[src/rtl/dram_line_pkg.sv]
package dram_line_pkg;

   typedef enum logic [2:0] {
      ST_IDLE,
      ST_ROW,
      ST_COL,
      ST_PRE,
      ST_REF
   } ctl_state_t;

endpackage

[src/rtl/dram_refresh_sched.sv]
module dram_refresh_sched #(
   parameter int ROW_W      = 14,
   parameter int REF_ROWS   = 16384,
   parameter int REF_PERIOD = 61
) (
   input  logic             clk,
   input  logic             rst_n,
   input  logic             ref_start,
   input  logic             ref_done,
   output logic             ref_pend,
   output logic [ROW_W-1:0] ref_row
);
   localparam int IV_W = (REF_PERIOD > 2) ? $clog2(REF_PERIOD) : 1;

   logic [IV_W-1:0] iv_cnt;
   logic            tick;

   assign tick = (iv_cnt == IV_W'(REF_PERIOD - 1));

   always_ff @(posedge clk) begin
      if (!rst_n) begin
         iv_cnt   <= '0;
         ref_pend <= 1'b0;
      end else begin
         iv_cnt   <= tick ? '0 : iv_cnt + 1'b1;
         ref_pend <= tick | (ref_pend & ~ref_start);
      end
   end

   generate
      if ((1 << ROW_W) == REF_ROWS) begin : g_row_pow2
         always_ff @(posedge clk) begin
            if (!rst_n)        ref_row <= '0;
            else if (ref_done) ref_row <= ref_row + 1'b1;
         end
      end else begin : g_row_cmp
         always_ff @(posedge clk) begin
            if (!rst_n) ref_row <= '0;
            else if (ref_done)
               ref_row <= (ref_row == ROW_W'(REF_ROWS - 1)) ? '0 : ref_row + 1'b1;
         end
      end
   endgenerate


   no_lost_refresh_chk: assert property (@(posedge clk) disable iff (!rst_n)
      tick |-> !ref_pend);

endmodule

[src/rtl/dram_phase_cnt.sv]
module dram_phase_cnt #(
   parameter int CNT_W = 3
) (
   input  logic             clk,
   input  logic             rst_n,
   input  logic             load,
   input  logic [CNT_W-1:0] load_val,
   output logic [CNT_W-1:0] cnt,
   output logic             cnt_zero
);
   always_ff @(posedge clk) begin
      if (!rst_n)            cnt <= '0;
      else if (load)         cnt <= load_val;
      else if (cnt != '0)    cnt <= cnt - 1'b1;
   end

   assign cnt_zero = (cnt == '0);

endmodule

[src/rtl/dram_addr_sel.sv]
module dram_addr_sel
   import dram_line_pkg::*;
#(
   parameter int ROW_W  = 14,
   parameter int COL_W  = 14,
   parameter int ADDR_W = 14
) (
   input  ctl_state_t        st,
   input  logic [ROW_W-1:0]  line_row,
   input  logic [COL_W-1:0]  line_col,
   input  logic [ROW_W-1:0]  ref_row,
   output logic [ADDR_W-1:0] addr
);
   logic [ADDR_W-1:0] row_x, col_x, ref_x;

   generate
      if (ROW_W == ADDR_W) begin : g_row_full
         assign row_x = line_row;
         assign ref_x = ref_row;
      end else begin : g_row_pad
         assign row_x = {{(ADDR_W-ROW_W){1'b0}}, line_row};
         assign ref_x = {{(ADDR_W-ROW_W){1'b0}}, ref_row};
      end
      if (COL_W == ADDR_W) begin : g_col_full
         assign col_x = line_col;
      end else begin : g_col_pad
         assign col_x = {{(ADDR_W-COL_W){1'b0}}, line_col};
      end
   endgenerate

   always_comb begin
      unique case (st)
         ST_ROW:  addr = row_x;
         ST_COL:  addr = col_x;
         ST_REF:  addr = ref_x;
         default: addr = '0;
      endcase
   end

endmodule

[src/rtl/dram_line_ctrl.sv]
module dram_line_ctrl
   import dram_line_pkg::*;
#(
   parameter int ROW_W      = 14,
   parameter int COL_W      = 14,
   parameter int BEATS      = 4,
   parameter int DATA_W     = 64,
   parameter int RAS_CYC    = 5,
   parameter int CAS_CYC    = 2,
   parameter int PRE_CYC    = 3,
   parameter int REF_PERIOD = 61,
   parameter int REF_ROWS   = 16384,
   localparam int BEAT_W    = $clog2(BEATS),
   localparam int LINE_W    = ROW_W + COL_W - BEAT_W,
   localparam int ADDR_W    = (ROW_W > COL_W) ? ROW_W : COL_W
) (
   input  logic              clk,
   input  logic              rst_n,
   input  logic              req_valid,
   output logic              req_ready,
   input  logic              req_write,
   input  logic [LINE_W-1:0] req_line,
   input  logic [DATA_W-1:0] wr_data,
   output logic              wr_take,
   output logic              rd_valid,
   output logic [DATA_W-1:0] rd_data,
   output logic              rd_last,
   output logic [ADDR_W-1:0] dram_addr,
   output logic              dram_ras_n,
   output logic              dram_cas_n,
   output logic              dram_we_n,
   output logic              dram_oe_n,
   output logic [DATA_W-1:0] dram_dq_out,
   output logic              dram_dq_oe,
   input  logic [DATA_W-1:0] dram_dq_in
);
   localparam int LCOL_W  = COL_W - BEAT_W;
   localparam int MAX_A   = (RAS_CYC > CAS_CYC) ? RAS_CYC : CAS_CYC;
   localparam int MAX_CYC = (MAX_A > PRE_CYC) ? MAX_A : PRE_CYC;
   localparam int CNT_W   = $clog2(MAX_CYC + 1);
   localparam int WORST   = 2 * RAS_CYC + BEATS * CAS_CYC + 2 * PRE_CYC;

   generate
      if (CAS_CYC < 2) begin : g_bad_cas
         $error("column phase needs at least two cycles");
      end
      if (RAS_CYC < 1 || PRE_CYC < 1) begin : g_bad_phase
         $error("row and precharge phases need at least one cycle");
      end
      if (BEATS < 2 || (1 << BEAT_W) != BEATS) begin : g_bad_beats
         $error("beat count must be a power of two of at least two");
      end
      if (REF_PERIOD <= WORST) begin : g_bad_ref
         $error("refresh period shorter than worst-case service delay");
      end
      if (REF_ROWS > (1 << ROW_W)) begin : g_bad_rows
         $error("refresh row count exceeds the row address range");
      end
   endgenerate

   ctl_state_t         st, st_nxt;
   logic [ROW_W-1:0]   lat_row;
   logic [LCOL_W-1:0]  lat_col;
   logic               lat_wr;
   logic [BEAT_W-1:0]  beat;
   logic               ph_load;
   logic [CNT_W-1:0]   ph_val;
   logic [CNT_W-1:0]   ph_cnt;
   logic               ph_zero;
   logic               accept, ref_go, ref_fin, beat_inc, beat_clr;
   logic               ref_pend;
   logic [ROW_W-1:0]   ref_row;
   logic               beat_end;

   dram_refresh_sched #(
      .ROW_W(ROW_W), .REF_ROWS(REF_ROWS), .REF_PERIOD(REF_PERIOD)
   ) refresh_i (
      .clk(clk), .rst_n(rst_n), .ref_start(ref_go), .ref_done(ref_fin),
      .ref_pend(ref_pend), .ref_row(ref_row)
   );

   dram_phase_cnt #(.CNT_W(CNT_W)) phase_i (
      .clk(clk), .rst_n(rst_n), .load(ph_load), .load_val(ph_val),
      .cnt(ph_cnt), .cnt_zero(ph_zero)
   );

   dram_addr_sel #(.ROW_W(ROW_W), .COL_W(COL_W), .ADDR_W(ADDR_W)) addr_i (
      .st(st), .line_row(lat_row), .line_col({lat_col, beat}),
      .ref_row(ref_row), .addr(dram_addr)
   );

   always_comb begin
      st_nxt   = st;
      ph_load  = 1'b0;
      ph_val   = '0;
      accept   = 1'b0;
      ref_go   = 1'b0;
      ref_fin  = 1'b0;
      beat_inc = 1'b0;
      beat_clr = 1'b0;
      unique case (st)
         ST_IDLE: begin
            if (ref_pend) begin
               st_nxt  = ST_REF;
               ph_load = 1'b1;
               ph_val  = CNT_W'(RAS_CYC - 1);
               ref_go  = 1'b1;
            end else if (req_valid) begin
               st_nxt  = ST_ROW;
               ph_load = 1'b1;
               ph_val  = CNT_W'(RAS_CYC - 1);
               accept  = 1'b1;
            end
         end
         ST_ROW: begin
            if (ph_zero) begin
               st_nxt   = ST_COL;
               ph_load  = 1'b1;
               ph_val   = CNT_W'(CAS_CYC - 1);
               beat_clr = 1'b1;
            end
         end
         ST_COL: begin
            if (ph_zero) begin
               ph_load = 1'b1;
               if (beat == BEAT_W'(BEATS - 1)) begin
                  st_nxt = ST_PRE;
                  ph_val = CNT_W'(PRE_CYC - 1);
               end else begin
                  beat_inc = 1'b1;
                  ph_val   = CNT_W'(CAS_CYC - 1);
               end
            end
         end
         ST_REF: begin
            if (ph_zero) begin
               st_nxt  = ST_PRE;
               ph_load = 1'b1;
               ph_val  = CNT_W'(PRE_CYC - 1);
               ref_fin = 1'b1;
            end
         end
         ST_PRE: begin
            if (ph_zero) st_nxt = ST_IDLE;
         end
         default: st_nxt = ST_IDLE;
      endcase
   end

   always_ff @(posedge clk) begin
      if (!rst_n) begin
         st      <= ST_IDLE;
         beat    <= '0;
         lat_row <= '0;
         lat_col <= '0;
         lat_wr  <= 1'b0;
      end else begin
         st <= st_nxt;
         if (beat_clr)      beat <= '0;
         else if (beat_inc) beat <= beat + 1'b1;
         if (accept) begin
            lat_row <= req_line[LINE_W-1 -: ROW_W];
            lat_col <= req_line[LCOL_W-1:0];
            lat_wr  <= req_write;
         end
      end
   end

   assign req_ready   = (st == ST_IDLE) && !ref_pend;
   assign beat_end    = (st == ST_COL) && ph_zero;
   assign dram_ras_n  = !((st == ST_ROW) || (st == ST_COL) || (st == ST_REF));
   assign dram_cas_n  = !((st == ST_COL) && (ph_cnt != CNT_W'(CAS_CYC - 1)));
   assign dram_we_n   = !((st == ST_COL) && lat_wr);
   assign dram_oe_n   = !((st == ST_COL) && !lat_wr);
   assign dram_dq_oe  = (st == ST_COL) && lat_wr;
   assign dram_dq_out = wr_data;
   assign wr_take     = beat_end && lat_wr;
   assign rd_valid    = beat_end && !lat_wr;
   assign rd_data     = dram_dq_in;
   assign rd_last     = rd_valid && (beat == BEAT_W'(BEATS - 1));

   // precharge gap tracker for the R7 check
   logic [CNT_W-1:0] hi_cnt;
   always_ff @(posedge clk) begin
      if (!rst_n)                                 hi_cnt <= CNT_W'(PRE_CYC);
      else if (!dram_ras_n)                       hi_cnt <= '0;
      else if (hi_cnt != CNT_W'(PRE_CYC))         hi_cnt <= hi_cnt + 1'b1;
   end


   cas_inside_ras_chk: assert property (@(posedge clk) disable iff (!rst_n)
      !dram_cas_n |-> !dram_ras_n);

   we_oe_excl_chk: assert property (@(posedge clk) disable iff (!rst_n)
      !(!dram_we_n && !dram_oe_n));

   drive_only_on_write_chk: assert property (@(posedge clk) disable iff (!rst_n)
      dram_dq_oe |-> (!dram_we_n && dram_oe_n));

   precharge_gap_chk: assert property (@(posedge clk) disable iff (!rst_n)
      $fell(dram_ras_n) |-> (hi_cnt >= CNT_W'(PRE_CYC)));

   col_addr_hold_chk: assert property (@(posedge clk) disable iff (!rst_n)
      (!dram_cas_n && $past(!dram_cas_n)) |-> $stable(dram_addr));

   last_with_valid_chk: assert property (@(posedge clk) disable iff (!rst_n)
      rd_last |-> rd_valid);

   no_take_during_ref_chk: assert property (@(posedge clk) disable iff (!rst_n)
      req_ready |-> !ref_pend);

endmodule

[config.mk]
export PLATFORM = sky130hd
export DESIGN_NAME = dram_line_ctrl
export DESIGN_NICKNAME = d
export VERILOG_FILES = /design/src/rtl/dram_line_pkg.sv /design/src/rtl/dram_refresh_sched.sv /design/src/rtl/dram_phase_cnt.sv /design/src/rtl/dram_addr_sel.sv /design/src/rtl/dram_line_ctrl.sv
export SDC_FILE = /design/constraint.sdc
export NUM_CORES = 1
export LEC_CHECK = 0
export CORE_AREA = 2 2 120 122
export DETAILED_ROUTE_END_ITERATION = 10
export DIE_AREA = 0 0 122 124
export DONT_BUFFER_PORTS = 1
export PLACE_DENSITY = 0.4
export REMOVE_ABC_BUFFERS = 1
export SYNTH_ARGS = -nofsm -noshare
export SYNTH_HDL_FRONTEND = slang
export SYNTH_HIERARCHICAL = 1
export SYNTH_SLANG_ARGS = --single-unit
[constraint.sdc]
create_clock -name clk -period 2.9 [get_ports clk]
set_clock_uncertainty 0.2 [all_clocks]
set_input_delay 0.435 -clock clk [delete_from_list [all_inputs] [get_ports clk]]
set_output_delay 0.435 -clock clk [all_outputs]
set_load 0.05 [all_outputs]
==> flow_summary.json <==
{
  "tritoncts": "built",
  "synth.area.top_cells": "sky130_fd_sc_hd__dfxtp_1 27%, sky130_fd_sc_hd__buf_4 24%, sky130_fd_sc_hd__mux2i_1 7.5%",
  "nets": 537,
  "synth_area_per_cell_um2": 8.47,
  "period_utilisation_layout": 0.945,
  "max_freq_mhz": 365,
  "fin_hold_ws_ns": 0.0643,
  "detail_route.iter0.violations": 296,
  "yosys.area.top_type_share": 0.271,
  "hold_class": "primary input to flop",
  "route.detailed.wl_per_inst_um": 50.5,
  "dominantRegCellSynth": "sky130_fd_sc_hd__dfxtp_1",
  "cp_num_buf_inv": 1,
  "gp_congestion": 1.25,
  "gr_util_all_layers": 0.363,
  "grt_pass1_wl_um": 33700,
  "outcome": "completed",
  "fp.dieH_um": 124,
  "tightestPinTransition_ns": 1.15,
  "synth.area.mux_share": 0.0749,
  "path_cells": "nor2_1 -> a221o_1 -> buf_12",
  "cts-buffers-inserted": 5,
  "layout.cell_area.non_filler_um2": 3790,
  "timing.critical_path.slowest_cell_delay_ns": 0.89,
  "vdd_drop_max_uv": 333,
  "main_combinational_cell_family_by_area_after_synthesis": "buffers and inverters",
  "cts_setup_buffers": 0,
  "cts_repair_resize_count": 0,
  "fillCellCount": 1479,
  "critPathKind": "flop to output port",
  "place.port_buffers": 0,
  "place_inst": 546,
  "cts_htree_levels": 2,
  "async_flop_share": 0,
  "worst_hold_path.num_cells": 2,
  "data_arrival_time_at_the_worst_slack_endpoint_ns": 2.11,
  "placed_area_um2": 3640,
  "worstSetupPathDepth": 3,
  "cp_top_family": "simple AND/OR/NAND/NOR gates",
  "maxCapViolations": 0,
  "max-clock-path-buffers": 2,
  "clock_tree.root_cell": "sky130_fd_sc_hd__clkbuf_16",
  "antenna_violations_before_repair": 0,
  "ys_seq_elements": 56,
  "crit_path_max_fanout": 13,
  "antenna_violating_nets_post_route": 0,
  "rows": 43,
  "count_of_placed_standard_cells_in_the_final_layout_fillers_left_out": 554,
  "power_per_cell_area_nw_per_um2": 808,
  "synth_area_um2": 4140,
  "synth-edff-count": 0,
  "syn_to_final_growth_pct": -8.57,
  "final_max_slew_viol_count": 0,
  "gr-total-overflow": 0,
  "cts.sinks": 56,
  "initial_core_util": 0.302,
  "route.final.wire_length_um": 28000,
  "fin_crit_ns": 2.74,
  "route.detailed.drc": 0,
  "drtPass1Iterations": 4,
  "final_hold_viol_count": 0,
  "antenna_cells_inserted": 0,
  "post-route-util": 0.276,
  "placeableCoreArea_um2": 13700,
  "lkg_pwr_nw": 1.40,
  "grt_setup_unrepaired": "false",
  "floorplan.die.width_um": 122,
  "dp_slack_ns": 0.396,
  "yosysSeqAreaShare": 0.271,
  "worst_setup_hold_path_clk_slew_ns": 0.08,
  "num_io_pins": 309,
  "synth_commonest_cells": "130 x sky130_fd_sc_hd__buf_4, 64 x sky130_fd_sc_hd__nand2_1, 56 x sky130_fd_sc_hd__dfxtp_1",
  "number_of_buffers_inserted_for_hold_repair_after_clock_tree_synthesis": 0,
  "grt_pass1_vias": 2866,
  "totalNegativeSetupSlack_ns": 0,
  "crit_required_ns": 2.27,
  "critical_path_s_slowest_cell": "sky130_fd_sc_hd__nor2_1",
  "synth_compound_gate_area_share": 0.0954,
  "dp_hpwl_um": 25100,
  "clk_latency_ns": 0.31,
  "dieArea_um2": 15100,
  "finalPower_mw": 3.06,
  "relSlewSlack": 0.233,
  "routed-via-count": 3079,
  "grt_start_max_net_pins": 71,
  "synthesized_area_fraction_occupied_by_xor_and_xnor_cells": 0.0148,
  "setup_violations": 0,
  "reg2regPathDepth": 10,
  "yosys.area.top_type": "sky130_fd_sc_hd__dfxtp_1",
  "post-route-worst-setup-slack_ns": 0.159,
  "syn_inst": 489,
  "drive_gt1_frac": 0.128,
  "synthSimpleGateAreaFrac": 0.237,
  "critical_path.endpoint_type": "output port",
  "yosys_warnings": 6,
  "synth_cell_types": 57,
  "routed_via_density": 5.56,
  "synth-adder-area-share": 0.0181,
  "cp-start-kind": "flop",
  "post-synth-top-count-cell": "sky130_fd_sc_hd__buf_4"
}
path summary, 6_finish.rpt:
| path | to | slack (ns) | startpoint |
|---|---|---|---|
| setup / recovery | dram_addr[1] | 0.16 | st[1] |
| hold / removal | lat_row[10] | 0.06 | req_line[22] |
| setup reg to reg | refresh_i/ref_row[7] | 0.37 | phase_i/cnt[0] |
| hold reg to reg | lat_col[4] | 0.26 | lat_col[4] |
cells by family after synthesis:
logic type	Yosys count
muxes	31
and+or+nand+nor	172
AOI/OAI and AO/OA	53
buffers and inverters	164
adders and majority gates	6
xor gates and xnor gates	7
DFF	56
sequential cells by signal, summed over array words and instances (netlist names), 2 cells and up:
register and cells:
lat_row 14, refresh_i/ref_row 14, lat_col 12, refresh_i/iv_cnt 6
phase_i/cnt 3, st 3, beat 2
routing by layer:
metal,up-vias,wire [µm],GRT usage
met5,-,26,0.0243
met3,101,7720,0.479
met2,321,12600,0.597
met4,2,2870,0.254
li1,1301,-,-
met1,1354,4810,0.174
power by group:
part           switching [mW]  total (mW)  leakage, nW  internal, mW
registers              0.0954       0.975        0.457         0.880
logic                   0.860        1.43        0.869         0.575
clock network           0.306       0.652       0.0712         0.347
total                    1.26        3.06         1.40          1.80
final cells by class:
class	instances	area, µm²	area share
multi-input combinational	269	1840	0.486
sequential	56	1120	0.296
timing repair buffer	27	403	0.106
tap	180	225	0.0594
clock buffer	8	146	0.0386
inverter	14	52.6	0.0139
layout by cell type (no fill, tap or decap), types with 11 or more instances in the layout:
master	n
sky130_fd_sc_hd__nand2_1	64
sky130_fd_sc_hd__dfxtp_1	56
sky130_fd_sc_hd__mux2i_1	31
sky130_fd_sc_hd__nor2_1	18
sky130_fd_sc_hd__buf_12	16
sky130_fd_sc_hd__and2_1	13
sky130_fd_sc_hd__a221o_1	13
sky130_fd_sc_hd__inv_1	12
sky130_fd_sc_hd__nor4bb_1	12
sky130_fd_sc_hd__buf_4	11
No activity file was read; power rests on OpenSTA's default activity.
